<file path="src/rtl/pcv_pkg.sv">
package pcv_pkg;

  typedef enum logic [2:0] {
    CLS_NONE  = 3'd0,
    CLS_READ  = 3'd1,
    CLS_WRITE = 3'd2,
    CLS_WRALL = 3'd3,
    CLS_PAGE  = 3'd4,
    CLS_CTRL  = 3'd5
  } instr_cls_e;

  // start bit + two opcode bits + address field
  function automatic int unsigned header_len(input logic wide,
                                             input int unsigned narrow_bits,
                                             input int unsigned wide_bits);
    return 3 + (wide ? wide_bits : narrow_bits);
  endfunction

  // header followed by n data words
  function automatic int unsigned frame_len(input int unsigned hdr,
                                            input int unsigned n_words,
                                            input int unsigned word_bits);
    return hdr + n_words * word_bits;
  endfunction

  function automatic logic is_modifying(input instr_cls_e c);
    return (c == CLS_WRITE) || (c == CLS_WRALL) || (c == CLS_PAGE) || (c == CLS_CTRL);
  endfunction

endpackage

</file>
<file path="src/rtl/pcv_edge_counter.sv">
module pcv_edge_counter #(
  parameter int unsigned CNT_W = 8
) (
  input  logic             clk,
  input  logic             rst_n,
  input  logic             start_seen,
  input  logic             sclk_rise,
  input  logic             frame_close,
  output logic [CNT_W-1:0] cnt_eff,
  output logic             open_eff
);
  localparam logic [CNT_W-1:0] CNT_MAX = {CNT_W{1'b1}};

  logic [CNT_W-1:0] cnt_q;
  logic             open_q;
  logic             bump;
  logic             at_max;

  assign at_max = (cnt_q == CNT_MAX);
  assign bump   = open_q && sclk_rise && !start_seen;

  // count as seen by this edge, including a rise sampled now
  always_comb begin
    if (start_seen) begin
      cnt_eff  = CNT_W'(1);
      open_eff = 1'b1;
    end else begin
      cnt_eff  = (bump && !at_max) ? cnt_q + CNT_W'(1) : cnt_q;
      open_eff = open_q;
    end
  end

  always_ff @(posedge clk) begin
    if (!rst_n) begin
      cnt_q  <= '0;
      open_q <= 1'b0;
    end else if (frame_close) begin
      cnt_q  <= '0;
      open_q <= 1'b0;
    end else begin
      cnt_q  <= cnt_eff;
      open_q <= open_eff;
    end
  end

  a_r8_saturate: assert property (@(posedge clk) disable iff (!rst_n)
    (bump && at_max && !frame_close) |=> (cnt_q == CNT_MAX));

  a_r2_increment: assert property (@(posedge clk) disable iff (!rst_n)
    (bump && !at_max && !frame_close) |=> (cnt_q == $past(cnt_q) + CNT_W'(1)));

  a_r2_start_loads_one: assert property (@(posedge clk) disable iff (!rst_n)
    (start_seen && !frame_close) |=> (cnt_q == CNT_W'(1)) && open_q);

endmodule

</file>
<file path="src/rtl/pcv_length_judge.sv">
module pcv_length_judge
  import pcv_pkg::*;
#(
  parameter int unsigned CNT_W       = 8,
  parameter int unsigned WORD_BITS   = 16,
  parameter int unsigned NARROW_ADDR = 6,
  parameter int unsigned WIDE_ADDR   = 8,
  parameter int unsigned MAX_PAGE    = 4,
  parameter int unsigned PW_W        = 3
) (
  input  instr_cls_e       cls,
  input  logic             addr_wide,
  input  logic [CNT_W-1:0] cnt,
  output logic             len_match,
  output logic [PW_W-1:0]  words
);
  localparam int unsigned PW_MAX = (1 << PW_W) - 1;

  logic [CNT_W-1:0]    hdr;
  logic [CNT_W-1:0]    single_len;
  logic [CNT_W-1:0]    above;
  logic [CNT_W-1:0]    words_raw;
  logic [MAX_PAGE-1:0] page_hit;

  assign hdr        = CNT_W'(header_len(addr_wide, NARROW_ADDR, WIDE_ADDR));
  assign single_len = hdr + CNT_W'(frame_len(0, 1, WORD_BITS));

  // one comparator per legal page length
  for (genvar g = 0; g < MAX_PAGE; g++) begin : g_page
    assign page_hit[g] = (cnt == hdr + CNT_W'(frame_len(0, g + 1, WORD_BITS)));
  end

  always_comb begin
    case (cls)
      CLS_WRITE, CLS_WRALL: len_match = (cnt == single_len);
      CLS_PAGE:             len_match = |page_hit;
      CLS_CTRL:             len_match = (cnt == hdr);
      default:              len_match = 1'b0;
    endcase
  end

  assign above     = (cnt >= hdr) ? cnt - hdr : '0;
  assign words_raw = above / CNT_W'(WORD_BITS);
  assign words     = (words_raw > CNT_W'(PW_MAX)) ? PW_W'(PW_MAX) : words_raw[PW_W-1:0];

endmodule

</file>
<file path="src/rtl/clk_count_validator.sv">
module clk_count_validator
  import pcv_pkg::*;
#(
  parameter int unsigned CNT_W       = 8,
  parameter int unsigned WORD_BITS   = 16,
  parameter int unsigned NARROW_ADDR = 6,
  parameter int unsigned WIDE_ADDR   = 8,
  parameter int unsigned MAX_PAGE    = 4,
  parameter int unsigned PW_W        = 3
) (
  input  logic            clk,
  input  logic            rst_n,
  input  logic            start_seen,
  input  logic            sclk_rise,
  input  logic            sel_fall,
  input  logic [2:0]      instr_cls,
  input  logic            addr_wide,
  output logic            commit,
  output logic            abort,
  output logic [PW_W-1:0] page_words
);
  instr_cls_e       cls;
  logic [CNT_W-1:0] cnt_eff;
  logic             open_eff;
  logic             frame_end;
  logic             modifying;
  logic             len_match;
  logic [PW_W-1:0]  words;

  assign cls       = instr_cls_e'(instr_cls);
  assign frame_end = sel_fall && open_eff;
  assign modifying = is_modifying(cls);

  pcv_edge_counter #(.CNT_W(CNT_W)) u_cnt (
    .clk         (clk),
    .rst_n       (rst_n),
    .start_seen  (start_seen),
    .sclk_rise   (sclk_rise),
    .frame_close (sel_fall),
    .cnt_eff     (cnt_eff),
    .open_eff    (open_eff)
  );

  pcv_length_judge #(
    .CNT_W       (CNT_W),
    .WORD_BITS   (WORD_BITS),
    .NARROW_ADDR (NARROW_ADDR),
    .WIDE_ADDR   (WIDE_ADDR),
    .MAX_PAGE    (MAX_PAGE),
    .PW_W        (PW_W)
  ) u_judge (
    .cls       (cls),
    .addr_wide (addr_wide),
    .cnt       (cnt_eff),
    .len_match (len_match),
    .words     (words)
  );

  always_ff @(posedge clk) begin
    if (!rst_n) begin
      commit     <= 1'b0;
      abort      <= 1'b0;
      page_words <= '0;
    end else begin
      commit <= frame_end && modifying && len_match;
      abort  <= frame_end && modifying && !len_match;
      if (frame_end) page_words <= words;
    end
  end

  a_r6_exclusive: assert property (@(posedge clk) disable iff (!rst_n)
    !(commit && abort));

  a_r9_after_fall: assert property (@(posedge clk) disable iff (!rst_n)
    (commit || abort) |-> $past(sel_fall));

  a_r7_read_silent: assert property (@(posedge clk) disable iff (!rst_n)
    (sel_fall && (cls == CLS_READ || cls == CLS_NONE)) |=> !commit && !abort);

  a_r11_idle_fall: assert property (@(posedge clk) disable iff (!rst_n)
    (sel_fall && !open_eff) |=> !commit && !abort && $stable(page_words));

endmodule

</file>
<file path="config.mk">
export PLATFORM = sky130hd
export DESIGN_NAME = clk_count_validator
export DESIGN_NICKNAME = d
export VERILOG_FILES = /design/src/rtl/pcv_pkg.sv /design/src/rtl/pcv_edge_counter.sv /design/src/rtl/pcv_length_judge.sv /design/src/rtl/clk_count_validator.sv
export SDC_FILE = /design/constraint.sdc
export NUM_CORES = 1
export LEC_CHECK = 0
export ABC_AREA = 1
export BUFFER_PORTS_ARGS = -buffer_cell sky130_fd_sc_hd__buf_2
export CAP_MARGIN = 30
export CORE_MARGIN = 4
export CORE_UTILIZATION = 50
export CTS_BUF_LIST = sky130_fd_sc_hd__clkbuf_16
export CTS_CLUSTER_DIAMETER = 120
export CTS_CLUSTER_SIZE = 10
export DETAILED_ROUTE_END_ITERATION = 12
export GPL_ROUTABILITY_DRIVEN = 0
export HOLD_SLACK_MARGIN = 0.08
export PLACE_DENSITY = 0.78
export REMOVE_ABC_BUFFERS = 1
export SLEW_MARGIN = 25
export SYNTH_ARGS = -nofsm -noshare
export SYNTH_HDL_FRONTEND = slang
export SYNTH_SLANG_ARGS = --single-unit
</file>
<file path="constraint.sdc">
create_clock -name clk -period 5.2 [get_ports clk]
set_clock_uncertainty 0.15 [all_clocks]
set_input_delay 0.52 -clock clk [delete_from_list [all_inputs] [get_ports clk]]
set_output_delay 0.52 -clock clk [all_outputs]
set_load 0.03 [all_outputs]
</file>
Word level (Yosys, flattened, before mapping)
Cells that the tools add are included. W data, S select, Z words.

Reductions and logical operators: 16. Order comparisons: 2. Eq/ne operators: 10. Multiplexer cells: 7. Bitwise logic cells: 1. Add/subtract/negate cells: 7.

Operator list (number): $eq A8 B8 Y1 (5); $mux W8 (3); $add A8 B6 Y8 const B (2); $add A2 B8 Y8 const A (1); $add A8 B1 Y8 const B (1); $add A8 B5 Y8 const B (1); $add A8 B7 Y8 const B (1); $eq A8 B8 Y1 const B (1); $ge A8 B8 Y1 (1); $sub A8 B8 Y8 (1); $logic_and A1 B1 Y1 (7); $eq A3 B2 Y1 const B (2); $eq A3 B3 Y1 const B (2); $gt A4 B3 Y1 const B (1); $mux W4 (1); $reduce_or A2 Y1 (2); $reduce_or A4 Y1 (1); $logic_not A1 Y1 (3); $logic_or A1 B1 Y1 (3); $mux W3 (1); $pmux W1 S3 (1); $mux W1 (1); $not A1 Y1 (1).

Logic and storage cells: 48. Register bits: 14. Input bits: 9. Output and inout bits: 5.

Depth between registers and ports, before layout
Gate-level depths: netlist of run 1.

Depth in word-level cells: 10. Gate-level depth with buffers: 18. Gate-level depth less buffers: 18.

Cells and area by module
Synthesis of run 1 repeated with hierarchy kept, for this count alone.

Cell total of the unflattened synthesis: 159. Area total of the unflattened synthesis: 958.4 sq um.

By module, submodules not included: pcv_edge_counter (seq. area each 180.2 sq um, cells each 89, area each 549.3 sq um, times used 1); pcv_length_judge (seq. area each 0.0 sq um, cells each 44, area each 217.7 sq um, times used 1); clk_count_validator (seq. area each 100.1 sq um, cells each 26, area each 191.4 sq um, times used 1).

Worst setup path before layout of run 1
No wires, ideal clock.

Path type: register to register. Start point: reg u_cnt.cnt_q[0]. End point: reg page_words[1]. Clock period less this slack: 2.181 ns. Data required time: 4.930 ns. Buffers on the path: 0. Setup time: 0.120 ns. Path slack: 3.019 ns. Arrival: 1.911 ns. Stages on the path, launching flop included: 16. Cell sequence: dfxtp_1 -> ha_1 -> nand2_2 -> nor2_4 -> nand2_4 -> nand2_4 -> inv_4 -> nor2_1 -> nor3_1 -> ha_1 -> nand2_1 -> nand2_2 -> nand2_4 -> nand2_1 -> a21oi_2 -> a21oi_1.

Longest elaborated chain between the ends: 9. Elaborated cells on any way between the ends: 11. Those cells by class: add/sub: 2; order compare: 2; eq/ne: 1; mux: 4; reduce/logical: 2.

RTL lines: start: declaration (line pcv_edge_counter.sv:14) `logic [CNT_W-1:0] cnt_q;`; start signal: assignment (line pcv_edge_counter.sv:41) `cnt_q <= cnt_eff;`; parallel branches: the longest is 3 deep, another holds $add A8 B1 Y8; $mux W8 * (line pcv_edge_counter.sv:28) `cnt_eff = (bump && !at_max) ? cnt_q + CNT_W'(1) : cnt_q;`; $mux W8 * (line pcv_edge_counter.sv:24) `if (start_seen) begin`; via cnt_eff[1] (line clk_count_validator.sv:23) `logic [CNT_W-1:0] cnt_eff;`; $sub A8 B8 Y8 or $ge A8 B8 Y1 (tied branches) (line pcv_length_judge.sv:42) `assign above = (cnt >= hdr) ? cnt - hdr : '0;`; $mux W8 * (line pcv_length_judge.sv:42); $gt A4 B3 Y1 (line pcv_length_judge.sv:44) `assign words = (words_raw > CNT_W'(PW_MAX)) ? PW_W'(PW_MAX) : words_raw[PW_W-1:0];`; $mux W3 * (line pcv_length_judge.sv:44); end signal: assignment (line clk_count_validator.sv:67) `if (frame_end) page_words <= words;`; end: declaration (line clk_count_validator.sv:20) `output logic [PW_W-1:0] page_words`.

Mark *: on every way through the listed nets, which the timed path passes. A chain may end at the register's enable or synchronous reset.

Worst setup path after layout of run 1
Start point: reg u_cnt.cnt_q[0]. End point: reg page_words[2].

Same word-level chain as after synthesis.

==> flow_summary.toml, run 1 <==
[drt]
dr_wl_met2_mm = 1.13
drc_errors = 0
viasPerCell = 5.03
met1Wirelength_um = 965
routed.top_layer = "met4"
first_pass_iters = 4
drtAntennaViolNets = 0
wire_per_inst_um = 11.2
met3RoutedLength_um = 55
drtIter0Drc = 23
num_vias = 991
wirelength_mm = 2.21

[critical_path]
worstPathArrival_ns = 2.44
timing.critical_path.mode_cell = "nand2_4"
critPathMaxStageDelay_ns = 0.37
worstSetupPathType = "flip-flop to flip-flop"
startpoint_type = "flip-flop"
r2r_start = "u_cnt.cnt_q[0]$_SDFF_PP0_"
crit_path_cell_trace = "ha_1, nand2_2, nor2_4, nand2_4, nand2_4, nor2_1, nor3_1, ha_1, nand2_1, nand2_2, nand2_4, nand2_1, a21oi_2, a21oi_1"
crit_required_ns = 5.18
worstReg2RegEnd = "page_words[2]$_SDFFE_PN0P_"
r2r_slack_ns = 2.74
end_kind = "flip-flop"
path_max_fanout = 7
cp_slowest_cell = "dfxtp_1"
ff2ff_path_depth = 14

[cts]
clk_latency_ns = 0.24
max-clock-path-buffers = 2
htree_levels = 1
clock-sinks = 14
cts_buffers = 3
clkTransAtPathRegs_ns = 0.04
cts_hold_buf = 0
cts-root-buf = "clkbuf_16"
cts_setup_buffers = 0
cts_resized = 0
cts_tree = "yes"

[floorplanning]
start_util_pct = 52.2
rows = 16
fp.coreArea_mm2 = 0.00196
fp.dieW_um = 53.2
die-area_mm2 = 0.00284
pin_count = 14
die_y_um = 53.2

[timing]
finalHoldViolations = 0
period_needed_ns = 2.46
finalSetupTns_ns = 0
fmax_mhz = 406
setup_viol = 0
setup_ws_ns = 2.74
grt_setup_unrepaired = "false"
relSlewSlack_pct = 77.5
period_share_pct = 47.4
slew_violations = 0
max_slew.worst_pin.slew_ns = 0.337

[synth]
syn_area_mm2 = 0.00102
synth-seq-cells = 14
synth_compound_area_share_pct = 7.46
yosysWarnings = 0
netlist_instances = 153
ys_seq_area_share_pct = 27.4
post_synth_xor_area_fraction_pct = 1.71
synth_cell_type_count = 25
muxShareOfSynthArea_pct = 0
synthSimpleGateAreaFrac_pct = 50.0
synth_top_family_by_area = "simple AND/OR/NAND/NOR gates"
postSynthAreaPerCell_um2 = 6.69
synthAdderAreaFrac_pct = 2.44

[layout]
final_nets = 182
area_growth_pct = 17.4
n_antenna_cell = 0
fill_cells = 197
layout_commonest_cell = "nand2_1"
layout-drive-gt1-share_pct = 28.8
layout_common_cells = "nand2_1, inv_1, nand3_1"

[place]
portBuffers = 13
pre_cts_slack_ns = 2.72
hpwl_mm = 1.80

[job]
max-cap-violations = 0

[grt]
grt_pass1_vias = 931
grt_pass1_wl_mm = 3.89
antenna_found_initial = 0
overflow = 0
track_usage_pct = 19.0
grt_start_max_net_pins = 11

[min_path]
hold_end = "u_cnt.open_q$_SDFF_PP0_"
min_delay_path_depth = 2
hold_start = "u_cnt.open_q$_SDFF_PP0_"
worstHoldPathType = "flip-flop to flip-flop"

[power_and_ir_drop]
powerDensity_mw_per_mm2 = 234
leakagePower_nw = 0.614
ir_drop_uv = 280

[status]
status = "finished, final reports clean"
[Yosys cell counts, drive strengths merged]
library cell / count / share of area, %
nor3: 2 / 1.5
nand3: 22 / 14
xor2: 1 / 0.86
a21oi: 8 / 5.0
o21ai: 5 / 2.4
nand4: 4 / 2.4
nor2: 19 / 9.7
nand3b: 1 / 0.73
nand2: 45 / 21
ha: 2 / 2.4
xnor2: 1 / 0.86
inv: 28 / 11
nor4: 1 / 0.61
dfxtp: 14 / 27
[layer usage]
layer / vias to the layer above / global-route usage (%)
met1: 452 / 20.3
met4: 0 / 8.94
met3: 7 / 4.51
met2: 10 / 34.5
met5: - / 0
li1: 522 / -
[how the worst max path moves through the flow]
stage / startpoint / endpoint / slack (ns) / depth (start not counted)
floorplan: u_cnt.cnt_q[0]$_SDFF_PP0_ / page_words[1]$_SDFFE_PN0P_ / 3.02 / 15
global placement: start_seen / page_words[1]$_SDFFE_PN0P_ / 2.80 / 15
detailed placement: start_seen / page_words[1]$_SDFFE_PN0P_ / 2.72 / 15
CTS: u_cnt.cnt_q[0]$_SDFF_PP0_ / page_words[2]$_SDFFE_PN0P_ / 2.73 / 14
global route: u_cnt.cnt_q[0]$_SDFF_PP0_ / page_words[2]$_SDFFE_PN0P_ / 2.50 / 14
finish: u_cnt.cnt_q[0]$_SDFF_PP0_ / page_words[2]$_SDFFE_PN0P_ / 2.74 / 14
[stage by stage]
| stage | std cells | power [W] | utilization, % | cell area, µm² | hold slack, ns |
|---|---|---|---|---|---|
| final | 197 | 0.000281 | 61.2 | 1200 | 0.386 |
| after global placement | 193 | 0.000140 | 57.2 | 1120 | 0.367 |
| after global routing | 197 | 0.000293 | 61.2 | 1200 | 0.395 |
| after detailed placement | 193 | 0.000141 | 57.2 | 1120 | 0.377 |
| after CTS | 197 | 0.000284 | 61.2 | 1200 | 0.384 |
| after floorplan | 153 | 0.000132 | - | 1020 | 0.335 |
[worst max-delay path, delay by kind of cell, from the launching register on]
family / cells / cell delay [ns]
flip-flops: 1 / 0.37
AND/OR/NAND/NOR: 10 / 1.02
AO/OA/AOI/OAI: 2 / 0.26
adder cells (fa/ha/maj): 2 / 0.56
[where the power goes]
group	switching [W]	internal, W
logic	0.0000184	0.00000862
registers	0.00000163	0.000110
clock network	0.0000408	0.000101
[state kept, by name (all words and copies together), names as in the netlist]
register / flops
abort: 1
u_cnt.cnt_q: 8
commit: 1
page_words: 3
u_cnt.open_q: 1
[logic make-up (layout without fill, tap and decap cells)]
group	count (synthesis)	count (layout)
xor+xnor	2	2
compound gates	13	13
simple gates	94	94
flops	14	14
fa+ha+maj	2	2
buf+inv	28	45
[layout make-up]
cell class	instances	area, µm²	share of cell area [%]
Clock buffer	3	75.1	6.25
Clock inverter	1	3.75	0.313
Multi-Input combinational cell	111	631	52.5
Tap cell	27	33.8	2.81
Sequential cell	14	280	23.3
Inverter	28	113	9.38
Timing Repair Buffer	13	65.1	5.42
No activity file was read; power rests on OpenSTA's default activity.
==> inputs of run 2 (changes only) <==
==> constraint.sdc (replaced) <==
create_clock -name clk -period 2.55 [get_ports clk]
set_clock_uncertainty 0.15 [all_clocks]
set_input_delay 0.255 -clock clk [delete_from_list [all_inputs] [get_ports clk]]
set_output_delay 0.255 -clock clk [all_outputs]
set_load 0.03 [all_outputs]
==> run 2 against run 1 <==
Compared with the run above: die area is the same; combinational power increased by 110%; non-clock buffer count stayed put; first-iteration DRC count fell by 13%; sequential cell count is the same; critical path depth grew 1; utilization increased by 0.64 points; cell area grew 1.0%; register-to-register slack got worse by 2.6 ns; count of clock-buffer cells in the layout unchanged; critical path type unchanged; critical endpoint unchanged.
==> flow_summary.toml, run 2 (synthesis results as in run 1) <==
[critical_path]
path_max_fanout = 7
worstSetupPathType = "flip-flop to flip-flop"
r2r_start = "u_cnt.cnt_q[0]$_SDFF_PP0_"
startpoint_type = "flip-flop"
ff2ff_path_depth = 15
crit_required_ns = 2.52
r2r_slack_ns = 0.18
worstReg2RegEnd = "page_words[2]$_SDFFE_PN0P_"
end_kind = "flip-flop"
worstPathArrival_ns = 2.35

[timing]
max_slew.worst_pin.slew_ns = 0.361
finalHoldViolations = 0
relSlewSlack_pct = 75.9
slew_violations = 0
fmax_mhz = 421
period_share_pct = 93.0
period_needed_ns = 2.37
setup_viol = 0

[cts]
cts_tree = "yes"
htree_levels = 1
clock-sinks = 14
cts-root-buf = "clkbuf_16"
clkTransAtPathRegs_ns = 0.04
cts_buffers = 3
cts_hold_buf = 0
max-clock-path-buffers = 2
clk_latency_ns = 0.24

[floorplanning]
pin_count = 14
fp.coreArea_mm2 = 0.00196
fp.dieW_um = 53.2
die-area_mm2 = 0.00284
rows = 16
start_util_pct = 52.2
die_y_um = 53.2

[min_path]
hold_start = "start_seen"
worstHoldPathType = "primary input to flip-flop"
hold_end = "u_cnt.cnt_q[1]$_SDFF_PP0_"
min_delay_path_depth = 2

[grt]
use_met3_pct = 2.54
track_usage_pct = 19.3
met1_usage_pct = 21.1
grt_pass1_vias = 951
gr-max-usage-layer = "met2"
grt.met2_usage_pct = 36.7
grt_start_max_net_pins = 11
antenna_found_initial = 0
overflow = 0
grt_pass1_wl_mm = 4.00

[drt]
first_pass_iters = 4
drtAntennaViolNets = 0
wire_per_inst_um = 11.8
num_vias = 995
viasPerCell = 5.05
drc_errors = 0
drtIter0Drc = 20
wirelength_mm = 2.33

[layout]
final_util_pct = 61.9
top_regs = "u_cnt.cnt_q (8), page_words (3)"
area_growth_pct = 18.6
layout_common_cells = "nand2_1, inv_1, nand3_1"
layout_commonest_cell = "nand2_1"
final_nets = 182
fin_area_mm2 = 0.00121
fill_cells = 195
largest-register = "u_cnt.cnt_q"
ff_latch_area_um2 = 280
layout-drive-gt1-share_pct = 29.4
largest_register_ffs = 8
multiInputGateArea_um2 = 643
n_antenna_cell = 0

[power_and_ir_drop]
powerDensity_mw_per_mm2 = 477
leakagePower_nw = 0.612
ir_drop_uv = 410

[status]
status = "finished, final reports clean"

[place]
place_area_mm2 = 0.00112
portBuffers = 13
hpwl_mm = 1.85

[job]
max-cap-violations = 0
## run 2: cell counts in the layout (fill, tap and decap cells not counted)
No cell type changed its count.
## run 2: worst max-delay path: stages (launching register included)
cell     delay (ns)
dfxtp_1        0.40
ha_4           0.18
nand2_2        0.07
nor2_4         0.14
nand2_4        0.10
nand2_4        0.10
inv_4          0.05
nor2_1         0.13
nor3_1         0.06
ha_1           0.26
nand2_1        0.10
nand2_2        0.08
nand2_4        0.09
nand2_1        0.07
a21oi_2        0.17
a21oi_1        0.09
## run 2: repair_timing
action	in CTS	in global routing
resized for setup	0	2
setup endpoints to repair	0	3
setup buffers	0	0
## run 2: stage by stage
stage	setup slack, ns	hold slack (ns)	instances	power (W)	setup TNS, ns
floorplan	0.369	0.184	153	0.000269	0
global placement	0.232	0.359	193	0.000287	0
detailed placement	0.127	0.361	193	0.000288	0
CTS	0.111	0.129	197	0.000582	0
global route	-0.0108	0.132	197	0.000602	-0.0303
finish	0.177	0.129	197	0.000579	0
## run 2: how the worst max path moves through the flow
| stage | from | endpoint | slack, ns | depth (start not counted) |
|---|---|---|---|---|
| floorplan | u_cnt.cnt_q[0]$_SDFF_PP0_ | page_words[1]$_SDFFE_PN0P_ | 0.37 | 15 |
| global placement | u_cnt.cnt_q[0]$_SDFF_PP0_ | page_words[1]$_SDFFE_PN0P_ | 0.23 | 15 |
| detailed placement | u_cnt.cnt_q[0]$_SDFF_PP0_ | page_words[2]$_SDFFE_PN0P_ | 0.13 | 15 |
| CTS | u_cnt.cnt_q[0]$_SDFF_PP0_ | page_words[2]$_SDFFE_PN0P_ | 0.11 | 15 |
| global route | u_cnt.cnt_q[0]$_SDFF_PP0_ | page_words[0]$_SDFFE_PN0P_ | -0.01 | 14 |
| finish | u_cnt.cnt_q[0]$_SDFF_PP0_ | page_words[2]$_SDFFE_PN0P_ | 0.18 | 15 |
## run 2: routing by layer
metal	vias up	part of all wire [%]	wire length, µm
li1	520	-	-
met5	-	0	0
met1	452	41	945
met4	0	1.9	45
met2	18	55	1280
met3	5	2.7	63
## run 2: area by class of cell
| cell class | count | area share [%] |
|---|---|---|
| multi-input combinational | 111 | 53.0 |
| clock buffer | 3 | 6.19 |
| clock inverter | 1 | 0.309 |
| timing repair buffer | 13 | 5.36 |
| tap | 27 | 2.78 |
| inverter | 28 | 9.28 |
| sequential | 14 | 23.1 |
## run 2: report_power, final
part / switching, W / total (W) / internal [W]
sequential: 0.00000362 / 0.000229 / 0.000225
combinational: 0.0000383 / 0.0000560 / 0.0000177
clock: 0.0000871 / 0.000294 / 0.000207
